`src/rtl/ratio_step_pkg.sv`:
```
package ratio_step_pkg;
  localparam int unsigned REG_W   = 32;
  localparam int unsigned STEP_OFS = 32'h10;
  localparam int unsigned DIV_OFS  = 32'h14;
  localparam int unsigned N_REGS   = 2;
endpackage

```
`src/rtl/ratio_step_regs.sv`:
```
module ratio_step_regs
  import ratio_step_pkg::*;
#(
  parameter int unsigned ADDR_W   = 8,
  parameter int unsigned FIELD_W  = 12,
  parameter int unsigned STEP_RST = 4,
  parameter int unsigned DIV_RST  = 25
) (
  input  logic                 clk,
  input  logic                 rst_n,
  input  logic                 wr,
  input  logic [ADDR_W-1:0]    addr,
  input  logic [REG_W-1:0]     wdata,
  output logic [REG_W-1:0]     rdata,
  output logic [FIELD_W-1:0]   step_f,
  output logic [FIELD_W-1:0]   div_f,
  output logic                 div_wr
);
  logic [REG_W-1:0] word_q [N_REGS];
  logic [N_REGS-1:0] hit;
  logic [N_REGS-1:0] wen;

  for (genvar i = 0; i < N_REGS; i++) begin : g_reg
    localparam int unsigned OFS  = (i == 0) ? STEP_OFS : DIV_OFS;
    localparam int unsigned RSTV = (i == 0) ? STEP_RST : DIV_RST;

    assign hit[i] = (addr == ADDR_W'(OFS));
    assign wen[i] = wr & hit[i];

    always_ff @(posedge clk or negedge rst_n) begin
      if (!rst_n) begin
        word_q[i] <= REG_W'(RSTV);
      end else if (wen[i]) begin
        word_q[i] <= wdata;
      end
    end

    // a register that is not addressed keeps its word
    assert_hold_R8: assert property (@(posedge clk) disable iff (!rst_n)
      !wen[i] |=> $stable(word_q[i]));
  end

  always_comb begin
    rdata = '0;
    for (int k = 0; k < N_REGS; k++) begin
      if (hit[k]) rdata = rdata | word_q[k];
    end
  end

  assign step_f = word_q[0][FIELD_W-1:0];
  assign div_f  = word_q[1][FIELD_W-1:0];
  assign div_wr = wen[1];
endmodule

```
`src/rtl/ratio_step_residue.sv`:
```
module ratio_step_residue #(
  parameter int unsigned FIELD_W = 12
) (
  input  logic               clk,
  input  logic               rst_n,
  input  logic [FIELD_W-1:0] step,
  input  logic [FIELD_W-1:0] div,
  input  logic               div_wr,
  output logic               carry
);
  logic [FIELD_W-1:0] res_q;
  logic [FIELD_W-1:0] res_d;
  logic [FIELD_W:0]   sum;
  logic               div_zero;
  logic               saturated;

  assign sum       = {1'b0, res_q} + {1'b0, step};
  assign div_zero  = (div == '0);
  assign saturated = (step >= div);

  always_comb begin
    res_d = res_q;
    carry = 1'b0;
    if (div_wr) begin
      res_d = '0;
    end else if (div_zero) begin
      res_d = res_q;
    end else if (saturated) begin
      res_d = '0;
      carry = 1'b1;
    end else if (sum >= {1'b0, div}) begin
      res_d = sum[FIELD_W-1:0] - div;
      carry = 1'b1;
    end else begin
      res_d = sum[FIELD_W-1:0];
    end
  end

  always_ff @(posedge clk or negedge rst_n) begin
    if (!rst_n) res_q <= '0;
    else        res_q <= res_d;
  end

  // residue is zero right after a divisor write
  assert_clear_R4: assert property (@(posedge clk) disable iff (!rst_n)
    div_wr |=> (res_q == '0));

  // residue stays below a nonzero divisor
  assert_res_below_div_R2: assert property (@(posedge clk) disable iff (!rst_n)
    (div != '0) |-> (res_q < div));
endmodule

```
`src/rtl/ratio_step_count.sv`:
```
module ratio_step_count #(
  parameter int unsigned CNT_W = 64
) (
  input  logic             clk,
  input  logic             rst_n,
  input  logic             inc,
  output logic [CNT_W-1:0] cnt
);
  localparam logic [CNT_W-1:0] ONE = CNT_W'(1);

  logic [CNT_W-1:0] cnt_q;
  logic [CNT_W-1:0] cnt_d;

  always_comb cnt_d = cnt_q + ONE;

  always_ff @(posedge clk or negedge rst_n) begin
    if (!rst_n)   cnt_q <= '0;
    else if (inc) cnt_q <= cnt_d;
  end

  assign cnt = cnt_q;

  // never more than one step per edge
  assert_single_step_R3: assert property (@(posedge clk) disable iff (!rst_n)
    1'b1 |=> (cnt_q == $past(cnt_q)) || (cnt_q == $past(cnt_q) + ONE));
endmodule

```
`src/rtl/ratio_step_counter.sv`:
```
module ratio_step_counter
  import ratio_step_pkg::*;
#(
  parameter int unsigned ADDR_W   = 8,
  parameter int unsigned FIELD_W  = 12,
  parameter int unsigned CNT_W    = 64,
  parameter int unsigned STEP_RST = 4,
  parameter int unsigned DIV_RST  = 25
) (
  input  logic              clk,
  input  logic              rst_n,
  input  logic              reg_wr,
  input  logic [ADDR_W-1:0] reg_addr,
  input  logic [31:0]       reg_wdata,
  output logic [31:0]       reg_rdata,
  output logic [CNT_W-1:0]  count
);
  localparam logic [CNT_W-1:0] ONE = CNT_W'(1);

  logic [1:0]         rst_sync_q;
  logic               rst_i_n;
  logic [FIELD_W-1:0] step_f;
  logic [FIELD_W-1:0] div_f;
  logic               div_wr;
  logic               carry;

  always_ff @(posedge clk or negedge rst_n) begin
    if (!rst_n) rst_sync_q <= 2'b00;
    else        rst_sync_q <= {rst_sync_q[0], 1'b1};
  end
  assign rst_i_n = rst_sync_q[1];

  ratio_step_regs #(
    .ADDR_W(ADDR_W), .FIELD_W(FIELD_W), .STEP_RST(STEP_RST), .DIV_RST(DIV_RST)
  ) u_regs (
    .clk(clk), .rst_n(rst_i_n), .wr(reg_wr), .addr(reg_addr),
    .wdata(reg_wdata), .rdata(reg_rdata),
    .step_f(step_f), .div_f(div_f), .div_wr(div_wr)
  );

  ratio_step_residue #(.FIELD_W(FIELD_W)) u_res (
    .clk(clk), .rst_n(rst_i_n), .step(step_f), .div(div_f),
    .div_wr(div_wr), .carry(carry)
  );

  ratio_step_count #(.CNT_W(CNT_W)) u_cnt (
    .clk(clk), .rst_n(rst_i_n), .inc(carry), .cnt(count)
  );

  // zero divisor freezes the count
  assert_zero_div_hold_R5: assert property (@(posedge clk) disable iff (!rst_i_n)
    (div_f == '0) |=> $stable(count));

  // a divisor write edge never advances the count
  assert_div_write_no_step_R4: assert property (@(posedge clk) disable iff (!rst_i_n)
    div_wr |=> $stable(count));

  // step at or above a nonzero divisor advances on every edge
  assert_saturate_R6: assert property (@(posedge clk) disable iff (!rst_i_n)
    ((div_f != '0) && (step_f >= div_f) && !div_wr) |=> (count == $past(count) + ONE));
endmodule

```
`config.mk`:
```
export PLATFORM = sky130hd
export DESIGN_NAME = ratio_step_counter
export DESIGN_NICKNAME = d
export VERILOG_FILES = /design/src/rtl/ratio_step_pkg.sv /design/src/rtl/ratio_step_regs.sv /design/src/rtl/ratio_step_residue.sv /design/src/rtl/ratio_step_count.sv /design/src/rtl/ratio_step_counter.sv
export SDC_FILE = /design/constraint.sdc
export NUM_CORES = 1
export LEC_CHECK = 0
export BUFFER_PORTS_ARGS = -buffer_cell sky130_fd_sc_hd__buf_2
export CORE_MARGIN = 4
export CORE_UTILIZATION = 57
export DETAILED_ROUTE_END_ITERATION = 8
export MAX_ROUTING_LAYER = met4
export PLACE_DENSITY_LB_ADDON = 0.12
export SLEW_MARGIN = 20
export SYNTH_ARGS = -nofsm -noshare
export SYNTH_HDL_FRONTEND = slang
export SYNTH_HIERARCHICAL = 1
export SYNTH_SLANG_ARGS = --single-unit
```
`constraint.sdc`:
```
create_clock -name clk -period 6.05 [get_ports clk]
set_clock_uncertainty 0.1 [all_clocks]
set_input_delay 1.21 -clock clk [delete_from_list [all_inputs] [get_ports clk]]
set_output_delay 1.21 -clock clk [all_outputs]
set_load 0.02 [all_outputs]
```
==> results of run 1 <==
-- placed cells by master (no fill, tap or decap), types with 3 or more instances in the layout --
| master | count |
|---|---|
| sky130_fd_sc_hd__buf_2 | 138 |
| sky130_fd_sc_hd__dfrtp_1 | 137 |
| sky130_fd_sc_hd__nor2_1 | 70 |
| sky130_fd_sc_hd__mux2_2 | 66 |
| sky130_fd_sc_hd__nand2_1 | 53 |
| sky130_fd_sc_hd__xnor2_1 | 42 |
| sky130_fd_sc_hd__mux2i_1 | 42 |
| sky130_fd_sc_hd__xor2_1 | 37 |
| sky130_fd_sc_hd__ha_1 | 37 |
| sky130_fd_sc_hd__inv_1 | 33 |
| sky130_fd_sc_hd__nand3_1 | 33 |
| sky130_fd_sc_hd__nor3_1 | 23 |
| sky130_fd_sc_hd__a21oi_1 | 21 |
| sky130_fd_sc_hd__o21ai_0 | 19 |
| sky130_fd_sc_hd__clkbuf_16 | 17 |
| sky130_fd_sc_hd__nand4_1 | 17 |
| sky130_fd_sc_hd__nor4_1 | 9 |
| sky130_fd_sc_hd__nor4_2 | 8 |
| sky130_fd_sc_hd__and3_1 | 5 |
| sky130_fd_sc_hd__a211oi_1 | 5 |
| sky130_fd_sc_hd__clkinv_2 | 4 |
| sky130_fd_sc_hd__buf_4 | 4 |
| sky130_fd_sc_hd__dfstp_2 | 4 |
| sky130_fd_sc_hd__o21a_1 | 4 |
| sky130_fd_sc_hd__a21o_1 | 4 |
| sky130_fd_sc_hd__nand2b_1 | 4 |
| sky130_fd_sc_hd__a31oi_1 | 4 |
| sky130_fd_sc_hd__diode_2 | 3 |
| sky130_fd_sc_hd__clkinvlp_4 | 3 |
| sky130_fd_sc_hd__bufinv_16 | 3 |
| sky130_fd_sc_hd__nand3_2 | 3 |
| sky130_fd_sc_hd__nand4_2 | 3 |
| sky130_fd_sc_hd__and2_1 | 3 |
| sky130_fd_sc_hd__o211ai_1 | 3 |
| sky130_fd_sc_hd__nor2b_1 | 3 |
-- metrics by stage --
step	total power, mW	hold slack [ps]	cells
3_5_place_dp	2.05	245	1056
2_1_floorplan	1.84	231	774
4_1_cts	3.11	272	1087
5_1_grt	3.27	290	1089
6_report	3.09	268	1090
3_3_place_gp	2.02	242	1056
-- cell families after synthesis --
family / after synthesis
and+or+nand+nor: 251
DFF: 142
muxes: 108
AOI/OAI and AO/OA: 81
xor gates and xnor gates: 79
buffers and inverters: 73
adders and majority gates: 39
other: 1
-- Yosys cell counts, drive strengths merged (3+ instances only) --
master / number / area share
xnor2: 42 / 0.045
nand2b: 4 / 0.0030
nor4: 19 / 0.024
ha: 37 / 0.056
xor2: 37 / 0.039
and2: 3 / 0.0023
nor2b: 4 / 0.0039
a31oi: 5 / 0.0056
or2: 3 / 0.0023
nor2: 70 / 0.032
dfstp: 4 / 0.013
nand2: 54 / 0.025
o211ai: 3 / 0.0027
mux2i: 42 / 0.051
clkbuf: 5 / 0.0023
o21a: 4 / 0.0036
buf: 35 / 0.033
nand3: 36 / 0.024
a21o: 4 / 0.0036
a211oi: 5 / 0.0046
and3: 5 / 0.0038
inv: 33 / 0.015
a21oi: 21 / 0.013
nor3: 25 / 0.016
dfrtp: 138 / 0.42
nand4: 21 / 0.020
o21ai: 21 / 0.013
mux2: 66 / 0.090
-- layout make-up --
cell class	count	area (um^2)	area share
Multi-Input combinational cell	559	4270	0.450
Sequential cell	142	3560	0.375
Timing Repair Buffer	142	721	0.0758
Clock buffer	17	425	0.0448
Tap cell	180	225	0.0237
Clock inverter	14	168	0.0176
Inverter	33	124	0.0130
Antenna cell	3	7.51	0.000790
-- power by group --
part           switching [mW]  total (mW)  internal, mW
clock network           0.397        1.04         0.646
registers              0.0747        1.10          1.02
logic                   0.534       0.953         0.419
total                    1.01        3.09          2.09
-- final timing paths --
kind                                                 end  slack, ps
max reg2reg                    u_cnt/cnt[58]$_DFFE_PN0P_        430
max                            u_cnt/cnt[58]$_DFFE_PN0P_        430
min in group asynchronous      u_cnt/cnt[11]$_DFFE_PN0P_        330
min                              rst_sync_q[1]$_DFF_PN0_        270
max in group asynchronous  u_regs/word_q[56]$_DFFE_PN0P_       4040
min reg2reg                      rst_sync_q[1]$_DFF_PN0_        270
-- layer usage --
| metal | track usage | up-vias |
|---|---|---|
| li1 | - | 2962 |
| met1 | 0.310 | 3062 |
| met2 | 0.411 | 203 |
| met3 | 0.0613 | 31 |
| met4 | 0.0780 | 0 |
| met5 | - | - |
-- registers in the layout, summed over array words and instances, names as in the netlist --
| name | flops |
|---|---|
| u_cnt/cnt | 64 |
| u_regs/word_q | 40 |
| u_regs/div_f | 12 |
| u_regs/step_f | 12 |
| u_res/res_q | 12 |
| rst_sync_q | 2 |
-- worst reg2reg max path: cells and delay by family (launching register included) --
family                   cells  cell delay [ps]
AO/OA/AOI/OAI                8             1960
XOR/XNOR                     2              360
adder cells (fa/ha/maj)      3             1010
buffers and inverters        1              190
flip-flops                   1              400
AND/OR/NAND/NOR              6             1500
==> results_dict.tcl, run 1 <==
set metrics [dict create \
    drive_above_1_share 0.299 \
    slowest_delay_ps 490 \
    tritoncts.num_buffers 17 \
    cts_tree "built" \
    path_buf_inv 1 \
    tightest_slew_ps 1070 \
    syn_area_per_cell_um2 10.7 \
    powerDensity_nw_per_um2 325 \
    synth_sequential_area_ratio 0.431 \
    placement_rows 43 \
    vias_per_cell 5.74 \
    drt_pass1_iterations 5 \
    pre_cts_setup_slack_ps 469 \
    start_util 0.587 \
    global_route.usage.total 0.252 \
    clock_tree.buffer_depth 2 \
    gp_congestion 0.970 \
    cts_resized 0 \
    cp.arrival_ps 5860 \
    clk_latency_ps 420 \
    min_delay_path_depth 0 \
    r2r_cells 20 \
    netlist_instances 774 \
    synth_to_final_area_change_pct 15.2 \
    report.final.slew_viol_count 0 \
    clk_pin_slew_worst_paths_ps 60 \
    fmax_mhz 178 \
    drt_iter0_drc 355 \
    timing.final.crit_share 0.929 \
    i_o_pins 139 \
    max-vdd-ir-drop_uv 200 \
    cts-root-buf "sky130_fd_sc_hd__clkbuf_16" \
    unique_masters_post_synth 62 \
    tns_ps 0 \
    slew_headroom 0.286 \
    result_of_the_run "completed" \
    clock_sink_count 142 \
    worstSetupEndpointType "flop" \
    mappedNetlistArea_um2 8250 \
    adder_cell_area_share_of_the_yosys_netlist 0.0610 \
    layout_setup_ws_ps 430 \
    port_buffers 138 \
    synth.mux.area_fraction 0.141 \
    postPlaceCellArea_um2 8900 \
    final_period_minus_worst_setup_slack_ps 5620 \
    synth_top_family_by_area "simple AND/OR/NAND/NOR gates" \
    hpwlAfterDp_um 14300 \
    holdCritStartpoint "rst_sync_q[0]$_DFF_PN0_" \
    grt_max_degree 77 \
    post_cts_buffers 0 \
    first_global_vias 6419 \
    synth_compound_gate_area_share 0.0645 \
    synth_xor_area_frac 0.0839 \
    seq_cells_post_synth 142 \
    r2r-start "u_regs/step_f[0]$_DFFE_PN0P_" \
    synthArstFlopShare 1.00 \
    route.met3.wl_um 1130 \
    die_h_um 128 \
    routed_wirelength_um 19500 \
    timing_hold_violations_final 0 \
    drtAntennaViolNets 0 \
    m1WireLength_um 8170 \
    crit_chain "ha_1 > fa_1 > a211oi_1 > o21bai_1 > o21ai_0 > o21ai_2 > xor2_1 > ha_1 > o21ai_0 > a2111oi_1 > nand3_1 > nand3_1 > a31oi_4 > a21boi_0 > buf_4 > nand4_1 > nor3_2 > nand4_2 > nor4_2 > xor2_1" \
    core_util_final 0.677 \
    final_area_um2 9510 \
    critical-path-slowest-cell "sky130_fd_sc_hd__a2111oi_1" \
    dr_wl_met2_um 9820 \
    top_layer "met4" \
    ys.flop_type "sky130_fd_sc_hd__dfrtp_1" \
    routedWlPerCell_um 17.9 \
    yosys.area_share.simple 0.167 \
    holdBufCountCts 0 \
    criticalPathCategory "reg -> reg" \
    number_of_enable_flip_flop_cells_after_synthesis 0 \
    worstPathMaxFanout 14 \
    placeableCoreArea_um2 14000 \
    die_w_um 128 \
    nFillCells 1087 \
    ys_warn_count 6 \
    hold_path.class "reg -> reg" \
    drv.max_cap_violation_count 0 \
    drt_drc_violations_left 0 \
    setup_violations 0 \
    final_nets 977 \
    start_kind "flop" \
    postSynthNetCount 856 \
    detailroute.via_count 6258 \
    critical_path_cell_count 20 \
    crit_start "u_regs/step_f[0]$_DFFE_PN0P_" \
    critical-path-top-delay-family "compound AO/OA/AOI/OAI gates" \
    initial_antenna_violation_count 2 \
    cts-htree-levels 4 \
    wire_length_of_the_first_global_routing_pass_um 32100 \
    leakagePower_nw 4.83 \
    rsz_0062_raised_after_global_routing "no" \
    critical_path_required_ps 6290 \
    floorplan.die_area_um2 16500 \
    global_route.overflow_total 0 \
]
Note: power is estimated with default switching activity, not from simulation.
==> run 2, diff against run 1 <==
CORE_UTILIZATION = 45   (was 57)
==> run 2 against run 1 <==
  * Final cell count grew 4.4%
  * Sequential share of layout area shrank 0.23 points
  * Die area grew 25%
  * Power grew 0.36%
  * Critical endpoint is now u_cnt/cnt[49]$_DFFE_PN0P_
==> results_dict.tcl, run 2 (synthesis gave the netlist of run 1 again) <==
set metrics [dict create \
    result_of_the_run "completed" \
    slew_headroom 0.278 \
    cts-root-buf "sky130_fd_sc_hd__clkbuf_16" \
    holdCritStartpoint "rst_sync_q[0]$_DFF_PN0_" \
    placement_rows 49 \
    wire_length_of_the_first_global_routing_pass_um 32200 \
    share_comb_of_total_power 0.306 \
    power.sequential.fraction 0.354 \
    critical_path_required_ps 6300 \
    detailroute.via_count 6135 \
    leakagePower_nw 4.83 \
    timing_hold_violations_final 0 \
    post_cts_buffers 0 \
    routed_wirelength_um 19800 \
    finish.cell_count_without_fillers 1138 \
    placedCellCount 1105 \
    routedWlPerCell_um 17.4 \
    drive_above_1_share 0.295 \
    final_area_um2 9560 \
    hold_end "rst_sync_q[1]$_DFF_PN0_" \
    worstPathMaxFanout 14 \
    start_kind "flop" \
    tritoncts.num_buffers 17 \
    vias_per_cell 5.39 \
    hold_path.class "reg -> reg" \
    crit_chain "ha_1 > fa_1 > a211oi_1 > o21bai_1 > o21ai_1 > o21ai_2 > xor2_1 > ha_1 > o21ai_0 > a2111oi_0 > nand3_1 > nand3_1 > a31oi_4 > a21boi_0 > buf_4 > nand4_1 > nor4_2 > nand4_2 > nor4_2 > xor2_1" \
    drt_iter0_drc 379 \
    r2r-start "u_regs/step_f[0]$_DFFE_PN0P_" \
    first_global_vias 6302 \
    drt_drc_violations_left 0 \
    cts_tree "built" \
    rsz_0062_raised_after_global_routing "no" \
    r2r_slack_ps 670 \
    criticalPathCategory "reg -> reg" \
    initial_antenna_violation_count 2 \
    clk_latency_ps 420 \
    drv.max_cap_violation_count 0 \
    i_o_pins 139 \
    gp_congestion 0.887 \
    powerDensity_nw_per_um2 325 \
    share_clk_of_total_power 0.340 \
    die_w_um 143 \
    global_route.usage.total 0.204 \
    die_h_um 143 \
    r2r_cells 20 \
    critical-path-top-delay-family "compound AO/OA/AOI/OAI gates" \
    hpwlAfterDp_um 14500 \
    port_buffers 138 \
    power_report.internal_total_mw 2.10 \
    report.power.total_mw 3.10 \
    final_period_minus_worst_setup_slack_ps 5380 \
    clock_sink_count 142 \
    tns_ps 0 \
    largest_register_ffs 64 \
    report.final.slew_viol_count 0 \
    p_sw_mw 1.01 \
    slowest_delay_ps 420 \
    drt_pass1_iterations 5 \
    core_util_final 0.531 \
    cp.arrival_ps 5640 \
    drtAntennaViolNets 0 \
    grt_max_degree 77 \
    floorplan.die_area_um2 20600 \
    synth_to_final_area_change_pct 15.9 \
    critical-path-slowest-cell "sky130_fd_sc_hd__fa_1" \
    r2r_endpoint "u_cnt/cnt[49]$_DFFE_PN0P_" \
    postPlaceCellArea_um2 8960 \
    fmax_mhz 186 \
    most_common_cell_after_layout_fill_and_taps_aside "sky130_fd_sc_hd__buf_2" \
    final_nets 977 \
    global_route.overflow_total 0 \
    path_buf_inv 1 \
    timing.final.crit_share 0.890 \
    placeableCoreArea_um2 18000 \
    clk_pin_slew_worst_paths_ps 60 \
    max-vdd-ir-drop_uv 234 \
    cts-htree-levels 4 \
    layout_common_cells "sky130_fd_sc_hd__buf_2, sky130_fd_sc_hd__dfrtp_1, sky130_fd_sc_hd__nor2_1" \
    start_util 0.458 \
    tightest_slew_ps 1080 \
    worstSetupEndpointType "flop" \
    sw_frac_of_total 0.324 \
    min_delay_path_depth 0 \
    clock_tree.buffer_depth 2 \
    setup_violations 0 \
]
==> run 2: power groups by stage <==
| stage | Combinational [mW] | Sequential (mW) | Clock, mW |
|---|---|---|---|
| after CTS | 0.950 | 1.10 | 1.08 |
| final | 0.950 | 1.10 | 1.06 |
| after global routing | 1.06 | 1.11 | 1.12 |
| after global placement | 0.926 | 1.11 | 0 |
| after floorplan | 0.720 | 1.12 | 0 |
| after detailed placement | 0.944 | 1.11 | 0 |
==> run 2: routing by layer <==
layer  GRT usage  vias up  wire [um]
met5           -        -          0
met4      0.0689        0        333
met3      0.0479       22        883
met2       0.330      122       9770
met1       0.252     3025       8760
li1            -     2966          -
==> run 2: final cells by class <==
class	instances	area, um^2
repair buffers	142	724
clock buffers	21	450
diodes	2	5.00
well taps	229	287
fillers	1660	8460
inverters	33	124
multi-input cells	559	4270
clock inverters	10	139
flip-flops and latches	142	3560
==> run 2: worst max path at each step <==
stage / start / to / slack, ps / cells past startpoint
after global routing: u_regs/step_f[0]$_DFFE_PN0P_ / u_cnt/cnt[34]$_DFFE_PN0P_ / 80 / 20
after floorplan: u_regs/step_f[0]$_DFFE_PN0P_ / u_cnt/cnt[49]$_DFFE_PN0P_ / 910 / 21
after CTS: u_regs/step_f[0]$_DFFE_PN0P_ / u_cnt/cnt[49]$_DFFE_PN0P_ / 570 / 20
after global placement: u_regs/step_f[0]$_DFFE_PN0P_ / u_cnt/cnt[49]$_DFFE_PN0P_ / 750 / 20
final: u_regs/step_f[0]$_DFFE_PN0P_ / u_cnt/cnt[49]$_DFFE_PN0P_ / 670 / 20
after detailed placement: u_regs/step_f[0]$_DFFE_PN0P_ / u_cnt/cnt[49]$_DFFE_PN0P_ / 640 / 20
==> run 2: timing repair <==
item | 4_1_cts | 5_1_grt
gates resized for setup | 0 | 1
setup endpoints to repair | 0 | 1
hold buffers | 0 | 0
==> run 2: per-stage QoR <==
| stage | setup slack, ps | hold slack (ps) |
|---|---|---|
| detailed placement | 642 | 235 |
| CTS | 573 | 248 |
| finish | 668 | 247 |
| global placement | 752 | 239 |
| floorplan | 906 | 231 |
| global route | 78.5 | 258 |
==> run 3, diff against run 2 <==
CORE_UTILIZATION = 35   (was 45)
==> run 3 against run 2 <==
  * Clock power up 4%
  * Cell area increased by 1.6%
  * Hold slack better by 9.3 ps
  * Clock-buffer cell count fell by 4
  * Power is 1.5% higher
  * Utilization down 11 points
  * Non-clock buffer count increased by 2
  * Global-route usage down 3.4 points
  * Fmax is 1.3% lower
  * Sequential share of layout area down 0.58 points
  * Critical path type unchanged
==> results_dict.tcl, run 3 (synthesis gave the netlist of run 1 again) <==
set metrics [dict create \
    result_of_the_run "completed" \
    slew_headroom 0.423 \
    hold_path.class "reg -> reg" \
    cts_resized 0 \
    port_buffers 138 \
    clk_pin_slew_worst_paths_ps 70 \
    r2r_slack_ps 600 \
    worstSetupEndpointType "flop" \
    min_delay_path_depth 0 \
    worstPathMaxFanout 14 \
    holdCritStartpoint "rst_sync_q[0]$_DFF_PN0_" \
    vias_per_cell 4.95 \
    pre_cts_setup_slack_ps 648 \
    largest_register_ffs 64 \
    criticalPathCategory "reg -> reg" \
    power_report.internal_total_mw 2.07 \
    powerDensity_nw_per_um2 324 \
    most_common_cell_after_layout_fill_and_taps_aside "sky130_fd_sc_hd__buf_2" \
    cts-root-buf "sky130_fd_sc_hd__clkbuf_16" \
    clock_tree.buffer_depth 2 \
    cts_tree "built" \
    drt_drc_violations_left 0 \
    final_nets 979 \
    layout_setup_ws_ps 595 \
    tightest_slew_ps 865 \
    rsz_0062_raised_after_global_routing "no" \
    i_o_pins 139 \
    setup_violations 0 \
    drive_above_1_share 0.301 \
    grt_max_degree 78 \
    detailroute.via_count 6069 \
    leakagePower_nw 4.85 \
    sw_frac_of_total 0.342 \
    wire_length_of_the_first_global_routing_pass_um 34300 \
    report.final.slew_viol_count 0 \
    layout_common_cells "sky130_fd_sc_hd__buf_2, sky130_fd_sc_hd__dfrtp_1, sky130_fd_sc_hd__nor2_1" \
    synth_to_final_area_change_pct 17.8 \
    tritoncts.num_buffers 17 \
    drv.max_cap_violation_count 0 \
    die_h_um 162 \
    clock_sink_count 142 \
    timing.final.crit_share 0.902 \
    post_cts_buffers 0 \
    global_route.usage.total 0.170 \
    holdBufCountCts 0 \
    hpwlAfterDp_um 15500 \
    drt_iter0_drc 292 \
    final_period_minus_worst_setup_slack_ps 5450 \
    power.sequential.fraction 0.348 \
    routedWlPerCell_um 17.0 \
    cts-htree-levels 4 \
    drt_pass1_iterations 4 \
    placement_rows 55 \
    initial_antenna_violation_count 4 \
    share_clk_of_total_power 0.351 \
    drtAntennaViolNets 0 \
    die_w_um 162 \
    timing_hold_violations_final 0 \
    clk_latency_ps 430 \
    final.hold.worst_slack_ps 257 \
    p_sw_mw 1.08 \
    r2r-start "u_regs/step_f[0]$_DFFE_PN0P_" \
    global_route.overflow_total 0 \
    max-vdd-ir-drop_uv 200 \
    cp.arrival_ps 5710 \
    r2r_cells 20 \
    critical_path_required_ps 6300 \
    floorplan.die_area_um2 26100 \
    r2r_endpoint "u_cnt/cnt[58]$_DFFE_PN0P_" \
    first_global_vias 6192 \
    tns_ps 0 \
    hold_end "rst_sync_q[1]$_DFF_PN0_" \
    routed_wirelength_um 20900 \
    placeableCoreArea_um2 22900 \
    start_kind "flop" \
    share_comb_of_total_power 0.301 \
    start_util 0.360 \
    gp_congestion 0.783 \
    fmax_mhz 183 \
]
[run 3: per-layer routing]
layer	track usage	up-vias	wire length [um]
li1	-	2973	-
met1	0.221	2961	9710
met2	0.268	117	10000
met3	0.0388	18	919
met4	0.0454	0	262
met5	-	-	0
[run 3: area by class of cell]
cell class	instances	area [um^2]
fillers	2217	13200
multi-input cells	559	4270
flip-flops and latches	142	3560
repair buffers	144	739
clock buffers	17	425
well taps	313	392
clock inverters	15	189
inverters	33	124
diodes	4	10.0
[run 3: worst max path at each step]
| stage | start | end | depth (start not counted) |
|---|---|---|---|
| 6_report | u_regs/step_f[0]$_DFFE_PN0P_ | u_cnt/cnt[58]$_DFFE_PN0P_ | 20 |
| 3_5_place_dp | u_regs/step_f[0]$_DFFE_PN0P_ | u_cnt/cnt[58]$_DFFE_PN0P_ | 20 |
| 2_1_floorplan | u_regs/step_f[0]$_DFFE_PN0P_ | u_cnt/cnt[49]$_DFFE_PN0P_ | 21 |
| 3_3_place_gp | u_regs/step_f[0]$_DFFE_PN0P_ | u_cnt/cnt[58]$_DFFE_PN0P_ | 20 |
| 4_1_cts | u_regs/step_f[0]$_DFFE_PN0P_ | u_cnt/cnt[58]$_DFFE_PN0P_ | 20 |
| 5_1_grt | u_regs/step_f[0]$_DFFE_PN0P_ | u_cnt/cnt[58]$_DFFE_PN0P_ | 20 |
[run 3: critical path, stage by stage, from the launching register on]
cell and delay (ps):
sky130_fd_sc_hd__dfrtp_1 410, sky130_fd_sc_hd__ha_1 230, sky130_fd_sc_hd__fa_1 420, sky130_fd_sc_hd__a211oi_1 240, sky130_fd_sc_hd__o21bai_1 140, sky130_fd_sc_hd__o21ai_0 370
sky130_fd_sc_hd__o21ai_2 140, sky130_fd_sc_hd__xor2_1 180, sky130_fd_sc_hd__ha_1 360, sky130_fd_sc_hd__o21ai_0 130, sky130_fd_sc_hd__a2111oi_0 430, sky130_fd_sc_hd__nand3_1 130
sky130_fd_sc_hd__nand3_1 160, sky130_fd_sc_hd__a31oi_4 130, sky130_fd_sc_hd__a21boi_0 270, sky130_fd_sc_hd__buf_4 180, sky130_fd_sc_hd__nand4_1 210, sky130_fd_sc_hd__nor3_2 310
sky130_fd_sc_hd__nand4_2 300, sky130_fd_sc_hd__nor4_2 350, sky130_fd_sc_hd__xor2_1 180
[run 3: power groups by stage]
stage | combinational, mW | clock, mW | sequential, mW
2_1_floorplan | 0.720 | 0 | 1.12
4_1_cts | 0.954 | 1.14 | 1.10
6_report | 0.949 | 1.10 | 1.10
3_3_place_gp | 0.954 | 0 | 1.11
3_5_place_dp | 0.950 | 0 | 1.11
5_1_grt | 1.07 | 1.18 | 1.11
[run 3: through the flow]
step                std cells  utilization  total power, mW  cell area [um^2]
CTS                      1223        0.423             3.19              9700
finish                   1227        0.424             3.15              9710
floorplan                 774            -             1.84              8250
detailed placement       1191        0.396             2.06              9080
global placement         1191        0.396             2.07              9080
global route             1227        0.424             3.37              9710
